File: src/rtl/pwr_mode_pkg.sv
package pwr_mode_pkg;

    typedef enum logic [3:0] {
        ST_OFF,
        ST_BOOT,
        ST_IDLE,
        ST_HIB,
        ST_HIB_WAKE,
        ST_DOZE,
        ST_DOZE_WAKE,
        ST_WARM,
        ST_RX,
        ST_TX
    } seq_state_e;

    typedef enum logic [2:0] {
        MC_OFF  = 3'd0,
        MC_HIB  = 3'd1,
        MC_DOZE = 3'd2,
        MC_IDLE = 3'd3,
        MC_RX   = 3'd4,
        MC_TX   = 3'd5
    } mode_code_e;

endpackage

File: src/rtl/settle_timer.sv
module settle_timer #(
    parameter int CW = 8
) (
    input  logic          clk,
    input  logic          rst_n,
    input  logic          load,
    input  logic [CW-1:0] load_val,
    output logic          done
);
    logic [CW-1:0] cnt_q;

    always_ff @(posedge clk or negedge rst_n) begin
        if (!rst_n)
            cnt_q <= '0;
        else if (load)
            cnt_q <= load_val;
        else if (cnt_q != '0)
            cnt_q <= cnt_q - 1'b1;
    end

    assign done = (cnt_q == '0);
endmodule

File: src/rtl/rise_detect.sv
module rise_detect (
    input  logic clk,
    input  logic rst_n,
    input  logic din,
    output logic rise
);
    logic prev_q;

    always_ff @(posedge clk or negedge rst_n) begin
        if (!rst_n)
            prev_q <= 1'b0;
        else
            prev_q <= din;
    end

    assign rise = din & ~prev_q;
endmodule

File: src/rtl/seq_decode.sv
module seq_decode
    import pwr_mode_pkg::*;
(
    input  seq_state_e  st,
    input  logic        dir_tx,
    output logic        osc_en,
    output logic        spi_en,
    output logic        rx_en,
    output logic        tx_en,
    output logic        out_of_idle,
    output logic [2:0]  mode_code
);
    always_comb begin
        osc_en      = 1'b1;
        spi_en      = 1'b0;
        rx_en       = 1'b0;
        tx_en       = 1'b0;
        out_of_idle = (st != ST_IDLE);
        mode_code   = MC_OFF;
        unique case (st)
            ST_OFF: begin
                osc_en    = 1'b0;
                mode_code = MC_OFF;
            end
            ST_BOOT:      mode_code = MC_OFF;
            ST_HIB: begin
                osc_en    = 1'b0;
                mode_code = MC_HIB;
            end
            ST_HIB_WAKE:  mode_code = MC_HIB;
            ST_DOZE,
            ST_DOZE_WAKE: mode_code = MC_DOZE;
            ST_IDLE: begin
                spi_en    = 1'b1;
                mode_code = MC_IDLE;
            end
            ST_WARM: begin
                spi_en    = 1'b1;
                mode_code = dir_tx ? MC_TX : MC_RX;
            end
            ST_RX: begin
                spi_en    = 1'b1;
                rx_en     = 1'b1;
                mode_code = MC_RX;
            end
            ST_TX: begin
                spi_en    = 1'b1;
                tx_en     = 1'b1;
                mode_code = MC_TX;
            end
            default: begin
                osc_en    = 1'b0;
                mode_code = MC_OFF;
            end
        endcase
    end
endmodule

File: src/rtl/pwr_mode_seq.sv
module pwr_mode_seq
    import pwr_mode_pkg::*;
#(
    parameter int BOOT_CYC      = 400000,
    parameter int HIB_WAKE_CYC  = 320000,
    parameter int DOZE_WAKE_CYC = 4800,
    parameter int WARM_CYC      = 2304
) (
    input  logic       clk,
    input  logic       rst_n,
    input  logic       attn_n,
    input  logic       rxtx_en,
    input  logic       rxtx_sel,
    input  logic       mode_req_valid,
    input  logic       mode_req_doze,
    input  logic       tmr_match,
    input  logic       tmr_wake_en,
    output logic       osc_en,
    output logic       spi_en,
    output logic       rx_en,
    output logic       tx_en,
    output logic       out_of_idle,
    output logic [2:0] mode_code
);
    localparam int MAX_A   = (BOOT_CYC > HIB_WAKE_CYC) ? BOOT_CYC : HIB_WAKE_CYC;
    localparam int MAX_B   = (DOZE_WAKE_CYC > WARM_CYC) ? DOZE_WAKE_CYC : WARM_CYC;
    localparam int MAX_CYC = (MAX_A > MAX_B) ? MAX_A : MAX_B;
    localparam int CW      = (MAX_CYC < 2) ? 1 : $clog2(MAX_CYC);

    localparam logic [CW-1:0] BOOT_LD = CW'(BOOT_CYC - 1);
    localparam logic [CW-1:0] HIB_LD  = CW'(HIB_WAKE_CYC - 1);
    localparam logic [CW-1:0] DOZE_LD = CW'(DOZE_WAKE_CYC - 1);
    localparam logic [CW-1:0] WARM_LD = CW'(WARM_CYC - 1);

    seq_state_e    st_q, st_d;
    logic          dir_q;
    logic          ld;
    logic [CW-1:0] ld_val;
    logic          done;
    logic          en_rise;
    logic          start_go;

    rise_detect u_rise (
        .clk   (clk),
        .rst_n (rst_n),
        .din   (rxtx_en),
        .rise  (en_rise)
    );

    settle_timer #(.CW(CW)) u_timer (
        .clk      (clk),
        .rst_n    (rst_n),
        .load     (ld),
        .load_val (ld_val),
        .done     (done)
    );

    assign start_go = (st_q == ST_IDLE) && en_rise;

    always_ff @(posedge clk or negedge rst_n) begin
        if (!rst_n) begin
            st_q  <= ST_OFF;
            dir_q <= 1'b0;
        end else begin
            st_q <= st_d;
            if (start_go)
                dir_q <= rxtx_sel;
        end
    end

    always_comb begin
        st_d   = st_q;
        ld     = 1'b0;
        ld_val = '0;
        unique case (st_q)
            ST_OFF: begin
                st_d   = ST_BOOT;
                ld     = 1'b1;
                ld_val = BOOT_LD;
            end
            ST_BOOT: begin
                if (done)
                    st_d = ST_IDLE;
            end
            ST_IDLE: begin
                if (en_rise) begin
                    st_d   = ST_WARM;
                    ld     = 1'b1;
                    ld_val = WARM_LD;
                end else if (mode_req_valid) begin
                    st_d = mode_req_doze ? ST_DOZE : ST_HIB;
                end
            end
            ST_HIB: begin
                if (!attn_n) begin
                    st_d   = ST_HIB_WAKE;
                    ld     = 1'b1;
                    ld_val = HIB_LD;
                end
            end
            ST_HIB_WAKE: begin
                if (done)
                    st_d = ST_IDLE;
            end
            ST_DOZE: begin
                if (!attn_n || (tmr_match && tmr_wake_en)) begin
                    st_d   = ST_DOZE_WAKE;
                    ld     = 1'b1;
                    ld_val = DOZE_LD;
                end
            end
            ST_DOZE_WAKE: begin
                if (done)
                    st_d = ST_IDLE;
            end
            ST_WARM: begin
                if (!rxtx_en)
                    st_d = ST_IDLE;
                else if (done)
                    st_d = dir_q ? ST_TX : ST_RX;
            end
            ST_RX, ST_TX: begin
                if (!rxtx_en)
                    st_d = ST_IDLE;
            end
            default: st_d = ST_OFF;
        endcase
    end

    seq_decode u_dec (
        .st          (st_q),
        .dir_tx      (dir_q),
        .osc_en      (osc_en),
        .spi_en      (spi_en),
        .rx_en       (rx_en),
        .tx_en       (tx_en),
        .out_of_idle (out_of_idle),
        .mode_code   (mode_code)
    );
endmodule

File: config.mk
export PLATFORM = sky130hd
export DESIGN_NAME = pwr_mode_seq
export DESIGN_NICKNAME = d
export VERILOG_FILES = /design/src/rtl/pwr_mode_pkg.sv /design/src/rtl/settle_timer.sv /design/src/rtl/rise_detect.sv /design/src/rtl/seq_decode.sv /design/src/rtl/pwr_mode_seq.sv
export SDC_FILE = /design/constraint.sdc
export NUM_CORES = 1
export LEC_CHECK = 0
export BUFFER_PORTS_ARGS = -buffer_cell sky130_fd_sc_hd__buf_2
export CAP_MARGIN = 20
export CORE_ASPECT_RATIO = 0.6
export CORE_MARGIN = 10
export CORE_UTILIZATION = 55
export DETAILED_ROUTE_END_ITERATION = 6
export GPL_TIMING_DRIVEN = 0
export PLACE_DENSITY = 0.83
export REMOVE_ABC_BUFFERS = 1
export SETUP_SLACK_MARGIN = 0.15
export SYNTH_ARGS = -nofsm -noshare
export SYNTH_HDL_FRONTEND = slang
export SYNTH_SLANG_ARGS = --single-unit
File: constraint.sdc
create_clock -name clk -period 3.13 [get_ports clk]
set_clock_uncertainty 0.1 [all_clocks]
set_input_delay 0.313 -clock clk [delete_from_list [all_inputs] [get_ports clk]]
set_output_delay 0.313 -clock clk [all_outputs]
set_load 0.03 [all_outputs]
==> flow_metrics.py <==
metrics = {
    "global_route": {
        "grt_overflow": 0,
        "antenna_found_initial": 0,
        "grt_pass1_wl_mm": 7.04,
        "grt_pass1_vias": 1359,
        "grt_max_degree": 26,
        "grt_usage": 0.148,
    },
    "floorplan": {
        "fp.dieArea_mm2": 0.00561,
        "core_area_mm2": 0.00285,
        "die_w_um": 90.2,
        "num_io_pins": 17,
        "die_h_um": 62.1,
        "num_rows": 15,
        "initial_core_util": 0.571,
    },
    "synthesis": {
        "synthAdderAreaFrac": 0.00769,
        "synth_compound_area_frac": 0.191,
        "syn_area_mm2": 0.00163,
        "yosysSeqAreaShare": 0.384,
        "muxShareOfSynthArea": 0.0138,
        "syn_avg_cell_area_um2": 9.09,
        "synth_top_family_by_area": "simple AND/OR/NAND/NOR gates",
        "ys_types": 54,
        "ys_ff_latch": 25,
        "synth_xor_area_frac": 0.0753,
        "synthCells": 179,
        "yosysWarnings": 0,
        "yosys.area_share.simple": 0.296,
    },
    "drt": {
        "drt_iter0_drc": 276,
        "m1WireLength_mm": 1.93,
        "wl_per_cell_um": 18.1,
        "routed_via_density": 6.39,
        "drc_errors": 0,
        "route.met2.wl_mm": 1.92,
        "dr.max_layer_used": "met4",
        "antenna_left": 0,
        "vias": 1508,
        "wirelength_mm": 4.26,
        "first_pass_iters": 5,
        "wl_met3_um": 364,
    },
    "clocking": {
        "cts_buffers": 3,
        "clock_latency_ns": 0.27,
        "clkSinkCount": 25,
        "cts_tree": "built",
        "cts_max_level": 1,
        "cts.clk_slew.worst_paths_ns": 0.09,
        "root_buffer": "clkbuf_8",
        "cts_buffer_depth": 2,
    },
    "setup_path": {
        "r2r_end": "u_timer.cnt_q[7]$_DFFE_PN0P_",
        "end_kind": "flop",
        "startpoint_type": "flop",
        "crit_start": "st_q[1]$_DFFE_PN0P_",
        "critPathTopFamily": "simple AND/OR/NAND/NOR gates",
        "cp.arrival_ns": 2.71,
        "timing.rr.start": "st_q[1]$_DFFE_PN0P_",
        "worst_path_max_delay_cell": "nor4_1",
        "rr_worst_depth": 6,
        "crit_path_max_fanout": 18,
        "cp_num_buf_inv": 1,
        "required_ns": 3.23,
        "r2r_slack_ns": 0.53,
        "critPathMaxStageDelay_ns": 0.85,
        "crit_chain": "nand2_1 -> nor4_1 -> nor4_2 -> buf_4 -> and2_1 -> o2bb2ai_1",
        "worstSetupPathType": "reg -> reg",
    },
    "finish": {
        "nets": 205,
        "layout_commonest_cell": "dfrtp_1",
        "most-common-layout-cells": "dfrtp_1, buf_2, nand2_1, nor2_1, xnor2_1",
        "area_delta_synth_final_pct": 10.7,
        "drive_gt1_frac": 0.175,
        "fillers": 243,
        "final_cells": 236,
        "antenna_cells": 0,
    },
    "timing": {
        "final_hold_viol_count": 0,
        "drv_slew": 0,
        "finalSetupViolations": 0,
        "max_freq_mhz": 384,
        "period_share": 0.832,
        "post-route-min-period_ns": 2.60,
        "slew_headroom": 0.290,
        "rsz0062_at_grt": "no",
        "tightestPinTransition_ns": 1.05,
    },
    "job": {
        "drv_cap": 0,
    },
    "power": {
        "leakagePower_nw": 0.720,
        "power_mw": 1.64,
        "max-vdd-ir-drop_mv": 0.437,
        "power_density_mw_per_mm2": 911,
    },
    "placement": {
        "port_buffers": 16,
        "gp_congestion": 0.967,
        "placed_cells": 231,
        "hpwl_mm": 3.20,
    },
    "min_path": {
        "min-delay-start": "rxtx_en",
        "hold_class": "in -> reg",
        "hold-path-endpoint": "u_rise.prev_q$_DFF_PN0_",
        "hold_depth": 1,
    },
    "run_status": {
        "status": "completed",
    },
}
[timing repair]
action	CTS	global route
resized for setup	0	0
hold buffers	1	0
buffers inserted	0	0
endpoints found under the hold margin	25	0
[power by group]
part           total [mW]  switching, mW  leakage [nW]  internal (mW)
registers           0.614          0.181         0.290          0.433
clock network       0.196          0.106        0.0255         0.0892
logic               0.832          0.503         0.404          0.329
[metrics by stage]
step	hold slack [ns]	setup TNS [ns]	cell area [um2]	util	worst slack, ns
after global routing	0.142	0	1800	0.632	0.330
after floorplan	-0.0826	0	1600	-	0.468
after CTS	0.140	0	1800	0.632	0.602
after detailed placement	0.239	0	1750	0.612	0.657
after global placement	0.223	-0.445	1730	0.607	-0.126
final	0.152	0	1800	0.632	0.526
[cell usage after synthesis, drive strengths merged]
master	instances	area share
o22a	1	0.0054
buf	2	0.0061
nand2	15	0.036
a21boi	3	0.014
or4	5	0.028
nand3	3	0.0092
a22oi	1	0.0046
nand4b	1	0.0054
o22ai	3	0.012
a211oi	4	0.018
a311o	1	0.0061
inv	6	0.014
o41ai	2	0.011
or4b	1	0.0061
a21o	1	0.0046
and2b	1	0.0046
and3b	1	0.0054
or3b	1	0.0054
ha	1	0.0077
clkbuf	5	0.012
o31ai	2	0.0092
nor2	13	0.030
a21oi	8	0.025
nand2b	7	0.027
a221oi	1	0.0054
and2	2	0.0077
or3	6	0.026
nor4b	1	0.0054
dfrtp	25	0.38
nor2b	2	0.0077
nor4	8	0.051
o21a	1	0.0046
xor2	1	0.0054
o21ai	13	0.040
or2	4	0.015
mux2	2	0.014
a211o	1	0.0054
o311ai	2	0.011
nor3	6	0.025
o2bb2ai	1	0.0054
a2111oi	2	0.011
xnor2	13	0.070
[worst max-delay path by stage]
stage	to	slack, ns	cells past startpoint
detailed placement	u_timer.cnt_q[7]$_DFFE_PN0P_	0.66	6
CTS	u_timer.cnt_q[7]$_DFFE_PN0P_	0.60	6
finish	u_timer.cnt_q[7]$_DFFE_PN0P_	0.53	6
global placement	u_timer.cnt_q[17]$_DFFE_PN0P_	-0.13	5
floorplan	u_timer.cnt_q[14]$_DFFE_PN0P_	0.47	5
global route	u_timer.cnt_q[7]$_DFFE_PN0P_	0.33	6
[cell type report]
class                      count  area (um2)  share of cell area
clock buffer                   3        41.3              0.0229
clock inverter                 1        5.00             0.00278
inverter                       6        22.5              0.0125
multi-input combinational    141         957               0.531
sequential                    25         626               0.347
tap                           42        52.6              0.0292
timing repair buffer          18        97.6              0.0542
[logic make-up after synthesis]
logic type      after synthesis
compound gates               47
xor+xnor                     14
fa+ha+maj                     1
buf+inv                      13
flops                        25
mux                           2
simple gates                 77
[flip-flops by register name, summed over array words and instances (netlist names)]
| signal | count |
|---|---|
| dir_q | 1 |
| st_q | 4 |
| u_rise.prev_q | 1 |
| u_timer.cnt_q | 19 |
[routing by layer]
layer  vias up  GRT usage
met2        90      0.216
met4         0     0.0198
met3        10     0.0468
met1       712      0.211
met5         -          0
li1        696          -
No activity file was read; power rests on OpenSTA's default activity.
